File: src/rtl/ebs_pkg.sv
package ebs_pkg;

    // Pattern classes decoded from the element-select code
    typedef enum logic [1:0] {
        PAT_PASS  = 2'd0,
        PAT_PAIR  = 2'd1,
        PAT_QUAD  = 2'd2,
        PAT_BCAST = 2'd3
    } pat_e;

    localparam int unsigned CODE_USED_W = 4;

    function automatic pat_e classify(input logic [CODE_USED_W-1:0] code);
        pat_e p;
        unique casez (code)
            4'b000?: p = PAT_PASS;
            4'b001?: p = PAT_PAIR;
            4'b01??: p = PAT_QUAD;
            4'b1???: p = PAT_BCAST;
            default: p = PAT_PASS;
        endcase
        return p;
    endfunction

endpackage

File: src/rtl/ebs_lane_map.sv
module ebs_lane_map
    import ebs_pkg::*;
#(
    parameter int unsigned LANES = 8,
    localparam int unsigned IDX_W = $clog2(LANES)
) (
    input  logic [CODE_USED_W-1:0]           code,
    output logic [LANES-1:0][IDX_W-1:0]      src_idx
);

    pat_e pat;

    always_comb pat = classify(code);

    for (genvar g = 0; g < LANES; g++) begin : g_lane
        localparam logic [IDX_W-1:0] LG = IDX_W'(g);
        always_comb begin
            unique case (pat)
                PAT_PASS:  src_idx[g] = LG;
                PAT_PAIR:  src_idx[g] = {LG[IDX_W-1:1], code[0]};
                PAT_QUAD:  src_idx[g] = {LG[IDX_W-1], code[1:0]};
                PAT_BCAST: src_idx[g] = code[IDX_W-1:0];
                default:   src_idx[g] = LG;
            endcase
        end
    end

endmodule

File: src/rtl/ebs_lane_mux.sv
module ebs_lane_mux #(
    parameter int unsigned LANES  = 8,
    parameter int unsigned LANE_W = 16,
    localparam int unsigned IDX_W = $clog2(LANES)
) (
    input  logic [LANES-1:0][LANE_W-1:0] src,
    input  logic [LANES-1:0][IDX_W-1:0]  src_idx,
    output logic [LANES-1:0][LANE_W-1:0] dst
);

    // Lane n sits at packed slot LANES-1-n (lane 0 is most significant)
    for (genvar g = 0; g < LANES; g++) begin : g_mux
        localparam int unsigned SLOT = LANES - 1 - g;
        always_comb dst[SLOT] = src[(LANES-1) - int'(src_idx[g])];
    end

endmodule

File: src/rtl/ebs_out_reg.sv
module ebs_out_reg #(
    parameter int unsigned WIDTH = 128
) (
    input  logic             clk,
    input  logic             rst,
    input  logic             load,
    input  logic [WIDTH-1:0] d,
    output logic [WIDTH-1:0] q,
    output logic             q_valid
);

    always_ff @(posedge clk) begin
        if (rst) begin
            q       <= '0;
            q_valid <= 1'b0;
        end else begin
            q_valid <= load;
            if (load) q <= d;
        end
    end

endmodule

File: src/rtl/elem_bcast_sel.sv
module elem_bcast_sel
    import ebs_pkg::*;
#(
    parameter int unsigned LANES  = 8,
    parameter int unsigned LANE_W = 16,
    parameter int unsigned CODE_W = 5,
    localparam int unsigned VEC_W = LANES * LANE_W,
    localparam int unsigned IDX_W = $clog2(LANES)
) (
    input  logic              clk,
    input  logic              rst,
    input  logic              in_valid,
    input  logic [VEC_W-1:0]  src_vec,
    input  logic [CODE_W-1:0] sel_code,
    output logic [VEC_W-1:0]  out_vec,
    output logic              out_valid
);

    logic [CODE_USED_W-1:0]          code_lo;
    logic [LANES-1:0][IDX_W-1:0]     src_idx;
    logic [LANES-1:0][LANE_W-1:0]    swz;

    // upper code bits are dropped here
    assign code_lo = sel_code[CODE_USED_W-1:0];

    ebs_lane_map #(.LANES(LANES)) u_map (
        .code    (code_lo),
        .src_idx (src_idx)
    );

    ebs_lane_mux #(.LANES(LANES), .LANE_W(LANE_W)) u_mux (
        .src     (src_vec),
        .src_idx (src_idx),
        .dst     (swz)
    );

    ebs_out_reg #(.WIDTH(VEC_W)) u_oreg (
        .clk     (clk),
        .rst     (rst),
        .load    (in_valid),
        .d       (swz),
        .q       (out_vec),
        .q_valid (out_valid)
    );

    a_r8_valid_follows: assert property (@(posedge clk) disable iff (rst)
        in_valid |=> out_valid);
    a_r8_no_spurious_valid: assert property (@(posedge clk) disable iff (rst)
        !in_valid |=> !out_valid);
    a_r9_hold_when_idle: assert property (@(posedge clk) disable iff (rst)
        !in_valid |=> $stable(out_vec));
    a_r2_identity: assert property (@(posedge clk) disable iff (rst)
        (in_valid && sel_code[3:1] == 3'b000) |=> out_vec == $past(src_vec));
    a_r6_all_lanes_equal: assert property (@(posedge clk) disable iff (rst)
        (in_valid && sel_code[3]) |=> out_vec == {LANES{out_vec[LANE_W-1:0]}});
    a_r10_reset_clears: assert property (@(posedge clk)
        rst |=> (!out_valid && out_vec == '0));

endmodule

File: config.mk
export PLATFORM = sky130hd
export DESIGN_NAME = elem_bcast_sel
export DESIGN_NICKNAME = d
export VERILOG_FILES = /design/src/rtl/ebs_pkg.sv /design/src/rtl/ebs_lane_map.sv /design/src/rtl/ebs_lane_mux.sv /design/src/rtl/ebs_out_reg.sv /design/src/rtl/elem_bcast_sel.sv
export SDC_FILE = /design/constraint.sdc
export NUM_CORES = 1
export LEC_CHECK = 0
export BUFFER_PORTS_ARGS = -buffer_cell sky130_fd_sc_hd__buf_2
export CAP_MARGIN = 20
export CORE_UTILIZATION = 52
export DETAILED_ROUTE_END_ITERATION = 8
export PLACE_DENSITY = 0.81
export SYNTH_ARGS = -nofsm -noshare
export SYNTH_HDL_FRONTEND = slang
export SYNTH_SLANG_ARGS = --single-unit
File: constraint.sdc
create_clock -name clk -period 2.4 [get_ports clk]
set_input_delay 0.24 -clock clk [delete_from_list [all_inputs] [get_ports clk]]
set_output_delay 0.24 -clock clk [all_outputs]
set_load 0.02 [all_outputs]
==> results.txt <==
Starting Density: 0.530
WP data arrival: 2.13 ns
Leak: 4.79 nW
Max clock buf depth: 2
Detail Placement HPWL: 22.6 mm
sequential fraction of the synthesis area: 0.308
Layout area overhead: 26.5%
Req. time, crit path: 2.72 ns
vias per cell: 6.44
Post-Route WL: 31.8 mm
R2R setup slack: 1.21 ns
TritonCTS sink count: 129
# resized after CTS: 0
Post-Synth Simple-Gate Area: 0.184
#FFs+latches synth: 129
commonest non-fill, non-tap cell in the layout: buf_2
reg2reg start: u_oreg.q[99]
worst-case vdd ir drop: 510 uV
maximum clock frequency: 0.553 GHz
Worst setup EP type: register
syn_area_per_cell: 7.83 um^2
cells after synthesis: 1072
RR Endpoint: u_oreg.q[99]
residual DRC count: 0
mux cell area share after synthesis: 0.130
RePlAce Congestion: 0.953
vias in the first global route: 9280
switch share: 0.329
Die ar.: 16600 um^2
Rel. slew slack: 0.590
Initial DRT Pass Iterations: 6
Placed Cells: 1500
CTS hold repair buffers: 0
most frequent cells in the layout: buf_2 (261), nand2_1 (151), dfxtp_1 (129), nor2_1 (112), a21oi_1 (81)
wire per inst: 20.7 um
I/O pins: 265
worst-path fanout max: 24
clock network power share: 0.384
status: finished, final reports clean
Synth Area in Compound Gates: 0.315
H-tree levels: 4
wire length of the first global-routing pass: 48.3 mm
Synth async-reset ratio: 0
non-filler cells, final: 1537
Post-CTS Setup Inserts: 0
port buffer count: 263
Switch Pwr: 0.00233 W
Reg clk slew, reported paths: 0.06 ns
Die W: 129 um
P_int: 0.00474 W
grt total ovfl: 0
Final Hold Vio Count: 0
xor-xnor portion of the synthesized cell area: 0.00104
worst min path class: input port to register
Core Area: 15800 um^2
Flop pwr share: 0.346
1st-iter DRT viols: 1211
worst slew pin tran: 0.614 ns
share of post-route cells with drive strength above 1: 0.304
Yosys warnings: 0
largest family of logic cells by synthesized area: compound AO/OA/AOI/OAI gates
largest net degree at the start of global routing: 89
Setup TNS Final: 0 ns
Root Driver: clkbuf_16
RSZ-0062 raised after global routing: false
Syn Std Cell Area: 8390 um^2
Setup CP Type: input port to register
worst-case reg-to-reg path depth: 3
Detail Route Antenna Nets: 0
FP Rows: 46
Post-synth EDFFs: 0
adder-cell area share of the yosys netlist: 0
Cell variety after synth: 65
GR Util All Layers: 0.376
Max Clock Skew: 0 ns
syn nets: 1208
CTS tree: yes
fin nets: 1439
placed cell areas: 9990 um^2
Comb pwr share: 0.269
final setup vio count: 0
initial antenna violation count: 4
Die Ht: 129 um
crit path time final: 1.81 ns
Max Cap Viol: 0
Critical Path Start: sel_code[2]
clk_lat worst skew: 0.43 ns
Pins Over Slew Limit: 0
post-route design area: 10600 um^2
ys flop type: dfxtp_1
Num CTS Buffers: 17
crit start category: input port
power per cell area: 666 nW/um^2
period utilisation layout: 0.753
CP endpoint: u_oreg.q[52]
via count: 9903
## per-layer routing
metal | wire, um | global-route usage
met5 | 0 | 0
met4 | 1370 | 0.217
met3 | 3480 | 0.0789
met2 | 14700 | 0.615
met1 | 12200 | 0.461
## state kept, by name, indices dropped and copies added (netlist names)
| name | flops |
|---|---|
| u_oreg.q | 128 |
| u_oreg.q_valid | 1 |
## worst max-delay path, stage by stage
cell and delay, ns:
buf_2 0.27, buf_4 0.36, inv_2 0.13, nand2_1 0.30, nor2_1 0.12, a221o_1 0.39, o31ai_1 0.31
## worst min-delay path by stage
stage | startpoint | endpoint | cells past startpoint
floorplan | src_vec[45] | u_oreg.q[61] | 2
global placement | u_oreg.q[30] | u_oreg.q[30] | 2
detailed placement | u_oreg.q[30] | u_oreg.q[30] | 2
CTS | src_vec[61] | u_oreg.q[61] | 3
global route | src_vec[61] | u_oreg.q[61] | 3
finish | src_vec[45] | u_oreg.q[61] | 3
## power groups by stage
| stage | registers (W) | logic, W | clock network, W |
|---|---|---|---|
| finish | 0.00245 | 0.00190 | 0.00272 |
| detailed placement | 0.00249 | 0.00186 | 0 |
| global route | 0.00246 | 0.00204 | 0.00281 |
| global placement | 0.00249 | 0.00183 | 0 |
| floorplan | 0.00270 | 0.000950 | 0 |
| CTS | 0.00245 | 0.00187 | 0.00271 |
## cells by family after synthesis
| logic type | Yosys count |
|---|---|
| mux | 100 |
| simple gates | 359 |
| flops | 129 |
| compound gates | 378 |
| xor+xnor | 1 |
| buf+inv | 105 |
## cells in the mapped netlist (8+ instances only)
cell      number  share of area
a211oi_1      47          0.042
mux2i_1       70          0.084
a21oi_1       81          0.048
a221o_1       10          0.012
o21ai_0       77          0.046
nor3_1        23          0.014
o211ai_1      14          0.013
or3_1         10         0.0075
nand2_1      151          0.068
buf_2         27          0.016
nand3_1       31          0.018
clkbuf_1      52          0.023
a311oi_1      10          0.010
dfxtp_1      129           0.31
nor2_1       113          0.051
a31oi_1       17          0.013
mux2_2        25          0.034
o221ai_1      11          0.011
a22o_1        16          0.017
a32o_1         8         0.0095
and2_1        11         0.0082
buf_4         10         0.0089
## layout make-up
class | count | area (um^2)
Multi-Input combinational cell | 838 | 5300
Fill cell | 1343 | 5220
Sequential cell | 129 | 2580
Timing Repair Buffer | 312 | 1810
Clock buffer | 20 | 457
Tap cell | 216 | 270
Clock inverter | 12 | 156
Inverter | 5 | 18.8
Antenna cell | 5 | 12.5
## per-stage QoR
step                       util  power, W  setup WS (ns)  hold WS (ns)
after detailed placement  0.631   0.00434          0.243         0.434
final                     0.670   0.00707          0.593         0.133
after CTS                 0.670   0.00702          0.680         0.132
after global placement    0.631   0.00432          0.284         0.426
after global routing      0.670   0.00731          0.536         0.185
after floorplan               -   0.00365          0.662         0.426
Note: power is estimated with default switching activity, not from simulation.
